--- config.mk ---
export PLATFORM = sky130hd
export DESIGN_NAME = wr_status_readback
export DESIGN_NICKNAME = d
export VERILOG_FILES = /design/src/rtl/wsr_pkg.sv /design/src/rtl/wsr_access_detect.sv /design/src/rtl/wsr_toggle_track.sv /design/src/rtl/wsr_status_mux.sv /design/src/rtl/wr_status_readback.sv
export SDC_FILE = /design/constraint.sdc
export NUM_CORES = 1
export LEC_CHECK = 0
export BUFFER_PORTS_ARGS = -buffer_cell sky130_fd_sc_hd__buf_2
export CAP_MARGIN = 20
export CORE_MARGIN = 1.5
export CORE_UTILIZATION = 28
export CTS_CLUSTER_SIZE = 25
export DETAILED_ROUTE_END_ITERATION = 10
export PLACE_DENSITY = 0.81
export RECOVER_POWER = 100
export SYNTH_ARGS = -nofsm -noshare
export SYNTH_HDL_FRONTEND = slang
export SYNTH_HIERARCHICAL = 1
export SYNTH_SLANG_ARGS = --single-unit
--- constraint.sdc ---
create_clock -name clk -period 3 [get_ports clk]
set_input_delay 0.3 -clock clk [delete_from_list [all_inputs] [get_ports clk]]
set_output_delay 0.3 -clock clk [all_outputs]
set_load 0.03 [all_outputs]
--- src/rtl/wsr_pkg.sv ---
package wsr_pkg;

    // Where each output bit takes its value from
    typedef enum logic [1:0] {
        SRC_ARRAY  = 2'd0,
        SRC_POLL   = 2'd1,
        SRC_TOGGLE = 2'd2
    } bit_src_e;

    // Read access qualifiers produced by the enable decoder
    typedef struct packed {
        logic en;     // read term active this cycle
        logic start;  // first cycle of a new access
    } rd_evt_t;

    function automatic bit_src_e pick_src(input int idx, input int poll_idx,
                                          input int tog_idx, input logic busy,
                                          input logic hit);
        bit_src_e s;
        s = SRC_ARRAY;
        if (busy) begin
            if (idx == tog_idx)
                s = SRC_TOGGLE;
            else if (idx == poll_idx && hit)
                s = SRC_POLL;
        end
        return s;
    endfunction

endpackage

--- src/rtl/wsr_access_detect.sv ---
module wsr_access_detect
    import wsr_pkg::*;
(
    input  logic    clk,
    input  logic    rst,
    input  logic    ce_n,
    input  logic    oe_n,
    input  logic    we_n,
    output rd_evt_t evt
);

    logic rd_en;
    logic rd_en_q;

    assign rd_en = ~ce_n & ~oe_n & we_n;

    always_ff @(posedge clk) begin
        if (rst)
            rd_en_q <= 1'b0;
        else
            rd_en_q <= rd_en;
    end

    assign evt.en    = rd_en;
    assign evt.start = rd_en & ~rd_en_q;

    // an access start lasts exactly one cycle
    a_r5_start_once: assert property (@(posedge clk) disable iff (rst)
        evt.start |=> !evt.start);

    // a write-enable-low cycle never opens an access
    a_r6_we_blocks_start: assert property (@(posedge clk) disable iff (rst)
        !we_n |-> !evt.start);

endmodule

--- src/rtl/wsr_toggle_track.sv ---
module wsr_toggle_track
    import wsr_pkg::*;
(
    input  logic    clk,
    input  logic    rst,
    input  logic    busy_i,
    input  rd_evt_t evt,
    output logic    tog_bit
);

    logic tog_q;

    always_ff @(posedge clk) begin
        if (rst)
            tog_q <= 1'b0;
        else if (busy_i && evt.start)
            tog_q <= ~tog_q;
    end

    // The new value is shown from the start cycle onward, so it is steady
    // for the whole access.
    assign tog_bit = tog_q ^ evt.start;

    // every access started while busy flips the stored state
    a_r4_flip_per_access: assert property (@(posedge clk) disable iff (rst)
        (busy_i && evt.start) |=> (tog_q != $past(tog_q)));

    // a continuing access leaves the state alone
    a_r5_hold_in_access: assert property (@(posedge clk) disable iff (rst)
        (evt.en && !evt.start) |=> $stable(tog_q));

    // no change once programming is over
    a_r8_frozen_idle: assert property (@(posedge clk) disable iff (rst)
        !busy_i |=> $stable(tog_q));

endmodule

--- src/rtl/wsr_status_mux.sv ---
module wsr_status_mux
    import wsr_pkg::*;
#(
    parameter int DATA_W   = 8,
    parameter int ADDR_W   = 19,
    parameter int POLL_BIT = 7,
    parameter int TOG_BIT  = 6
) (
    input  logic              clk,
    input  logic              rst,
    input  rd_evt_t           evt,
    input  logic              busy_i,
    input  logic [ADDR_W-1:0] addr,
    input  logic [ADDR_W-1:0] last_addr,
    input  logic [DATA_W-1:0] last_data,
    input  logic [DATA_W-1:0] array_rdata,
    input  logic              tog_bit,
    output logic [DATA_W-1:0] dq_out
);

    logic              hit;
    logic [DATA_W-1:0] poll_vec;
    logic [DATA_W-1:0] dq_raw;

    assign hit      = (addr == last_addr);
    assign poll_vec = ~last_data;

    for (genvar i = 0; i < DATA_W; i++) begin : g_bit
        bit_src_e src;
        logic     b;
        always_comb begin
            src = pick_src(i, POLL_BIT, TOG_BIT, busy_i, hit);
            unique case (src)
                SRC_POLL:   b = poll_vec[i];
                SRC_TOGGLE: b = tog_bit;
                default:    b = array_rdata[i];
            endcase
        end
        assign dq_raw[i] = b;
    end

    assign dq_out = evt.en ? dq_raw : '0;

    // quiet bus when no read is enabled
    a_r1_quiet_bus: assert property (@(posedge clk) disable iff (rst)
        !evt.en |-> (dq_out == '0));

    // complement of the loaded top bit on the polled location
    a_r2_poll_complement: assert property (@(posedge clk) disable iff (rst)
        (busy_i && evt.en && addr == last_addr)
            |-> (dq_out[POLL_BIT] != last_data[POLL_BIT]));

    // low bits pass through while busy
    a_r7_low_bits_pass: assert property (@(posedge clk) disable iff (rst)
        (busy_i && evt.en) |-> (dq_out[5:0] == array_rdata[5:0]));

    // true data when idle
    a_r8_true_data: assert property (@(posedge clk) disable iff (rst)
        (!busy_i && evt.en) |-> (dq_out == array_rdata));

endmodule

--- src/rtl/wr_status_readback.sv ---
module wr_status_readback
    import wsr_pkg::*;
#(
    parameter int DATA_W = 8,
    parameter int ADDR_W = 19
) (
    input  logic              clk,
    input  logic              rst,
    input  logic              ce_n,
    input  logic              oe_n,
    input  logic              we_n,
    input  logic [ADDR_W-1:0] addr,
    input  logic [DATA_W-1:0] array_rdata,
    input  logic              busy,
    input  logic [ADDR_W-1:0] last_addr,
    input  logic [DATA_W-1:0] last_data,
    output logic [DATA_W-1:0] dq_out,
    output logic              dq_oe
);

    localparam int POLL_BIT = DATA_W - 1;
    localparam int TOG_BIT  = DATA_W - 2;

    rd_evt_t evt;
    logic    tog_bit;

    wsr_access_detect u_detect (
        .clk  (clk),
        .rst  (rst),
        .ce_n (ce_n),
        .oe_n (oe_n),
        .we_n (we_n),
        .evt  (evt)
    );

    wsr_toggle_track u_toggle (
        .clk     (clk),
        .rst     (rst),
        .busy_i  (busy),
        .evt     (evt),
        .tog_bit (tog_bit)
    );

    wsr_status_mux #(
        .DATA_W   (DATA_W),
        .ADDR_W   (ADDR_W),
        .POLL_BIT (POLL_BIT),
        .TOG_BIT  (TOG_BIT)
    ) u_mux (
        .clk         (clk),
        .rst         (rst),
        .evt         (evt),
        .busy_i      (busy),
        .addr        (addr),
        .last_addr   (last_addr),
        .last_data   (last_data),
        .array_rdata (array_rdata),
        .tog_bit     (tog_bit),
        .dq_out      (dq_out)
    );

    assign dq_oe = evt.en;

    // write enable low never drives the bus
    a_r1_we_blocks_drive: assert property (@(posedge clk) disable iff (rst)
        !we_n |-> !dq_oe);

endmodule

**Yosys cells after proc, flatten, opt, wreduce, memory -nomap -nowiden**

Cells that the tools add are included.

- Bits in registers: 2
- Bits of input ports: 60
- Output and inout bits: 9
- Logic and storage cells: 23

- Equality and inequality tests: 5
- Mux-type cells: 6
- Bitwise operators: 9
- Reduce and logical (&&, ||, !) cells: 1

Operators by type and width:

| operator | number |
|---|---|
| equality test 19 bit | 1 |
| two-way mux 8 bit | 1 |
| NOT 8 bit | 1 |
| equality test 2 x 1 -> 1 bit, second input constant | 2 |
| equality test 2 bit, second input constant | 2 |
| two-way mux 2 bit | 2 |
| NOT 1 bit | 4 |
| case mux 1 bit (2 select lines) | 2 |
| bitwise AND 1 bit | 3 |
| logical AND 1 bit | 1 |
| two-way mux 1 bit | 1 |
| XOR 1 bit | 1 |

**Longest topological paths before layout**

Gate-level depths: netlist (run 1).

- Word-level depth: 7
- Gate-level depth with buffers: 5
- Mapped depth without buffers: 5

**Cells and area by module**

Netlist (run 1), hierarchy kept.

By module, submodules not included:

| module | instances | cells an instance | area an instance (µm²) | sequential area each (µm²) |
|---|---|---|---|---|
| wsr_status_mux | 1 | 37 | 282.8 | 0.0 |
| wsr_toggle_track | 1 | 5 | 55.1 | 20.0 |
| wsr_access_detect | 1 | 5 | 52.6 | 20.0 |

**Worst setup path before layout (run 1)**

Ideal clock, no wire load.

- Path kind: input-to-output
- From: in last_addr[13]
- To: out dq_out[7]
- Data arrival time: 1.646 ns
- Required time: 2.700 ns
- Path slack: 1.054 ns
- Stages: 5
- Buffers on the path: 0
- Cell sequence: xnor2_1 nand4_1 nor3_2 a21oi_1 a311oi_1

- Cells in the longest elaborated chain, start to end: 6
- Elaborated cells on any way between the ends: 7
- Classes of those cells: eq/ne (3); mux (4)

RTL lines:

| item | line | text |
|---|---|---|
| from (decl) | wr_status_readback.sv:15 | `input logic [ADDR_W-1:0] last_addr,` |
| equality test 19 bit (*) | wsr_status_mux.sv:25 | `assign hit = (addr == last_addr);` |
| two-way mux 1 bit (*) | wsr_pkg.sv:24 | `else if (idx == poll_idx && hit)` |
| two-way mux 2 bit (*) | wsr_pkg.sv:21 | `if (busy) begin` |
| equality test 2 bit or equality test 2 x 1 -> 1 bit (tied branches) | wsr_status_mux.sv:33 | `unique case (src)` |
| case mux 1 bit (2 select lines) (*) | wsr_status_mux.sv:33 |  |
| two-way mux 8 bit (*) | wsr_status_mux.sv:42 | `assign dq_out = evt.en ? dq_raw : '0;` |
| to (decl) | wr_status_readback.sv:17 | `output logic [DATA_W-1:0] dq_out,` |

Mark *: on every way between the ends. The rest lies on a longest branch, timed or not.

==> results.md, run 1 <==
* Outcome: finished clean
* Max-slew violation count at 0
* Critical Path Source Type: flip-flop
* Sink Count at 2
* Fmax at 499 MHz
* Synth Cell Area at 390 µm²
* Setup-failing EPs final at 0
* CP peak stage delay at 0.51 ns
* # IOs at 69
* CP endpoint kind: primary output
* Largest net degree at the start of global routing at 9
* CP bufs+invs at 1
* Initial Util at 0.300
* Most frequent cells in the layout: buf_2 (57), xnor2_1 (19), and2_0 (6), nand4_1 (5), clkbuf_1 (4)
* Die Y at 40.3 µm
* CP arrival at 1.70 ns
* Nets at 172
* CTS tree: done
* Seq/Total Area, Yosys at 0.103
* Ant diodes at 0
* Tmin final at 2.00 ns
* Gr usage total at 0.130
* CTS clk-pin slew, worst paths at 0.03 ns
* P&R area growth vs syn at 85.6%
* Final wirelength at 1.04 mm
* RePlAce Congestion at 0.640
* Vias in the first global route at 427
* Fin. Hold Viols at 0
* Library cells used by synthesis at 18
* Drt first pass iters at 4
* Hold WS at 0.257 ns
* Core Box Area at around 1300 µm²
* DRT iter0 DRCs at 2
* Tcrit/Tclk final at 0.668
* Post-Syn Nets at 107
* Slew headroom at 0.538
* Routed len/inst at 8.35 µm
* WS Path Type: reg2out
* Pwr per Cell Area at 233 nW/µm²
* Via count at 532
* Post-CTS sizing at 0
* Total clock buffers created by CTS at 3
* Max FO, Critical Path at 3
* Share of layout cells above drive strength 1 at 0.573
* Clock Tree Root: clkbuf_4
* Synth area leaders: xnor2_1 (43%), dfxtp_1 (10%), and2_1 (9.6%)
* Non-filler cells in the finished layout at 125
* Post-DRT Antenna Nets at 0
* Row count at 13
* Chip width at 40.3 µm
* Crit-path cells: nor4b_1 > xor2_1 > mux2i_1 > nor2_1 > clkbuf_1
* DRC at 0
* Leading cell type in the layout, fill and taps excluded: buf_2
* Post-CTS setup buffer count at 0
* Worst Skew at between 0.0006 and 0.0007 ns
* Die ar. at ~1600 µm²
* Port bufs at 61
* CTS max path bufs at 2
* Syn Inst Count at 47
* Syn Area/Cell at 8.31 µm²
* Hold WC Path Type: in2reg
* Highest-delay cell along the critical path: nor4b_1
* Worst-margin pin slew at 0.692 ns
* Latest clock arrival within the worst-skew pair at 0.22 ns
* Crit path max-delay family: simple AND/OR/NAND/NOR gates
* Initial antenna violation count at 0
* Top-area cell type share of the netlist area at 0.426
* Critical Path RT at 2.70 ns
* Post-synth top area cell: xnor2_1
* H-tree levels at 1
* Placed insts at about 120
* Cts hold-fix bufs at 0
* Max Cap Viol at 0
* First-pass GRT wire length at 1.39 mm
* Synth Register Bits at 2
* Synth Warn # at 6
* Via density at 4.26
* Setup TNS at 0 ns
* Worst vdd ir at ~0.13 mV
* HPWL after DPL at 986 µm
* Leakage at 0.352 nW
* Gr ovfl total at 0
* RSZ-0062 raised after global routing: false
routing by layer:
metal | part of all wire | vias to the layer above | GRT usage
met5 | 0 | - | 0
li1 | - | 289 | -
met2 | 0.53 | 31 | 0.222
met4 | 0 | 0 | 0.125
met1 | 0.36 | 212 | 0.134
met3 | 0.10 | 0 | 0.0167
registers in the layout (all words and copies together), names as in the netlist:
register and count:
u_detect/rd_en_q 1, u_toggle/tog_q 1
cell type report:
class / instances / area [µm²]
Timing Repair Buffer: 61 / 300
Tap cell: 15 / 18.8
Sequential cell: 2 / 40.0
Multi-Input combinational cell: 43 / 339
Inverter: 1 / 3.75
Fill cell: 127 / 577
Clock buffer: 3 / 22.5
report_power, final:
group,internal (mW),switching [mW]
logic,0.0476,0.0339
registers,0.0276,0.000458
clock network,0.0441,0.0148
total,0.119,0.0492
cell usage after synthesis:
library cell   n
nor3_2         1
a311oi_1       1
inv_1          1
nor4b_1        2
a21oi_2        1
nand3b_1       1
xnor2_1       19
nor2_2         1
dfxtp_1        2
nor3b_1        1
a21oi_1        1
and2_1         6
buf_4          1
mux2i_1        1
xor2_1         1
nor2_1         1
a21bo_1        1
nand4_1        5
per-stage QoR:
stage | power (mW) | utilization | instance area, µm² | worst slack (ns)
after floorplan | 0.0683 | - | 390 | 1.05
after global placement | 0.109 | 0.543 | 707 | 1.13
after detailed placement | 0.111 | 0.543 | 707 | 1.12
after CTS | 0.173 | 0.561 | 729 | 1.07
after global routing | 0.180 | 0.557 | 724 | 0.814
final | 0.169 | 0.557 | 724 | 0.997
kinds of logic after synthesis:
| kind of cell | count (synthesis) | synth area share |
|---|---|---|
| xor+xnor | 20 | 0.449 |
| simple gates | 18 | 0.311 |
| compound gates | 4 | 0.0833 |
| flops | 2 | 0.103 |
| buf+inv | 2 | 0.0288 |
| mux | 1 | 0.0256 |
path summary, 6_finish.rpt:
check | startpoint | end | slack (ns) | cells after the start
min | rst | u_toggle/tog_q | 0.26 | 2
min reg2reg | u_detect/rd_en_q | u_toggle/tog_q | 0.58 | 3
max reg2reg | u_detect/rd_en_q | u_toggle/tog_q | 1.80 | 3
max | u_detect/rd_en_q | dq_out[6] | 1.0 | 5
No activity file was read; power rests on OpenSTA's default activity.
==> run 2, diff against run 1 <==
--- a/config.mk
+++ b/config.mk
@@ -7,11 +7,12 @@
 export LEC_CHECK = 0
 export BUFFER_PORTS_ARGS = -buffer_cell sky130_fd_sc_hd__buf_2
 export CAP_MARGIN = 20
+export CORE_ASPECT_RATIO = 0.8
 export CORE_MARGIN = 1.5
-export CORE_UTILIZATION = 28
+export CORE_UTILIZATION = 23
 export CTS_CLUSTER_SIZE = 25
 export DETAILED_ROUTE_END_ITERATION = 10
-export PLACE_DENSITY = 0.81
+export PLACE_DENSITY = 0.71
 export RECOVER_POWER = 100
 export SYNTH_ARGS = -nofsm -noshare
 export SYNTH_HDL_FRONTEND = slang
==> constraint.sdc (replaced) <==
create_clock -name clk -period 1.65 [get_ports clk]
set_input_delay 0.165 -clock clk [delete_from_list [all_inputs] [get_ports clk]]
set_output_delay 0.165 -clock clk [all_outputs]
set_load 0.03 [all_outputs]
==> results.md, run 2 (same netlist as run 1, synthesis figures left out) <==
* Outcome: finished clean
* CP most frequent cell: buf_2
* Ant diodes at 0
* Total clock buffers created by CTS at 3
* CTS clk-pin slew, worst paths at 0.03 ns
* P&R area growth vs syn at 93.6%
* H-tree levels at 1
* Critical Path Source Type: input pin
* Worst reg2reg path depth at 4
* Share of layout cells above drive strength 1 at 0.563
* Fmax at ~660 MHz
* Hold Crit Depth at 2
* Worst Skew at 0.00416 ns
* Largest net degree at the start of global routing at 8
* Multi-input gate area at ~350 µm²
* Fill cells at 181
* Post-CTS setup buffer count at 0
* Post-placement cell area at 737 µm²
* FF+latch area at 40.0 µm²
* HPWL after DPL at between 1 and 1.5 mm
* Via count at 568
* Port bufs at 61
* Tcrit/Tclk final at 0.922
* Max-slew violation count at 0
* FF-to-FF End: u_toggle/tog_q
* Setup-failing EPs final at 0
* Final wirelength at around 1.1 mm
* CP endpoint kind: primary output
* Sink Count at 2
* CP bufs+invs at 2
* CTS max path bufs at 2
* Max Cap Viol at 0
* Drt first pass iters at 2
* Gr ovfl total at 0
* Biggest regs: u_detect/rd_en_q x1, u_toggle/tog_q x1
* Initial antenna violation count at 0
* Final instance area at ~760 µm²
* Hold WC Path Type: in2reg
* Crit-path cells: buf_2 > xnor2_1 > nand4_1 > nor3_2 > a21oi_1 > a311oi_2 > buf_2
* Leakage at 0.353 nW
* Cts hold-fix bufs at 0
* Vias in the first global route at 435
* Fin. Hold Viols at 0
* Start point of the worst hold path: rst
* Pwr per Cell Area at 414 nW/µm²
* Post-DRT Antenna Nets at 0
* CTS tree: done
* Critical Path RT at around 1.5 ns
* DRC at 0
* Clock Tree Root: clkbuf_4
* RePlAce Congestion at around 0.64
* RSZ-0062 raised after global routing: false
* # IOs at 69
* Worst r2r src: u_detect/rd_en_q
* Die ar. at 1960 µm²
* Pwr Total at 313 µW
* Routed len/inst at 8.28 µm
* R2r setup slk at 0.72 ns
* Setup TNS at 0 ns
* Core Box Area at 1610 µm²
* Initial Util at 0.242
* CP peak stage delay at 0.24 ns
* DRT iter0 DRCs at 2
* Highest-delay cell along the critical path: nor3_2
* Worst-margin pin slew at approximately 0.37 ns
* Via density at 4.24
* WS Path Type: in2out
* Leading cell type in the layout, fill and taps excluded: buf_2
* WHS Endpoint: u_toggle/tog_q
* Chip width at 49.1 µm
* Gr usage total at 0.111
* Tmin final at ~1.5 ns
* Row count at 13
* Core Util, Final at 0.469
* Slew headroom at 0.755
* Most frequent cells in the layout: buf_2 (53), xnor2_1 (19), clkbuf_1 (8), and2_1 (6), nand4_1 (5)
* Post-CTS sizing at 0
* Die Y at between 30 and 40 µm
* Max FO, Critical Path at 2
* First-pass GRT wire length at 1.57 mm
* CP arrival at 1.36 ns
* Crit path max-delay family: simple AND/OR/NAND/NOR gates
* Worst vdd ir at 0.259 mV
* Latest clock arrival within the worst-skew pair at ~0.23 ns
* Nets at 174
run 2: area by class of cell:
class	instances	share of cell area
clock buffer	3	0.0298
inverter	1	0.00497
multi-input combinational	43	0.465
sequential	2	0.0530
tap	22	0.0364
timing repair buffer	63	0.411
run 2: where the power goes:
part / switching [mW] / total [mW] / leakage, nW / internal, mW
clock: 0.0281 / 0.108 / 0.0138 / 0.0803
sequential: 0.000949 / 0.0512 / 0.0163 / 0.0503
combinational: 0.0640 / 0.153 / 0.323 / 0.0891
total: 0.0931 / 0.313 / 0.353 / 0.220
run 2: per-stage QoR:
| step | instances | hold WS (ns) | setup WS (ns) |
|---|---|---|---|
| 2_1_floorplan | 47 | 0.227 | 0.117 |
| 3_3_place_gp | 131 | 0.346 | 0.123 |
| 3_5_place_dp | 131 | 0.351 | 0.101 |
| 4_1_cts | 134 | 0.105 | 0.0297 |
| 5_1_grt | 134 | 0.104 | 0.0154 |
| 6_report | 134 | 0.114 | 0.129 |
run 2: worst max path at each step:
| stage | start | to | depth (start not counted) |
|---|---|---|---|
| floorplan | u_detect/rd_en_q | dq_out[6] | 4 |
| global placement | last_addr[1] | dq_out[7] | 7 |
| detailed placement | last_addr[13] | dq_out[7] | 7 |
| CTS | u_detect/rd_en_q | dq_out[6] | 6 |
| global route | u_detect/rd_en_q | dq_out[6] | 6 |
| finish | last_addr[13] | dq_out[7] | 7 |
run 2: per-layer routing:
metal,part of all wire,global-route usage
met4,0,0.0643
met3,0.097,0.0496
met1,0.38,0.110
met5,0,0
met2,0.52,0.199
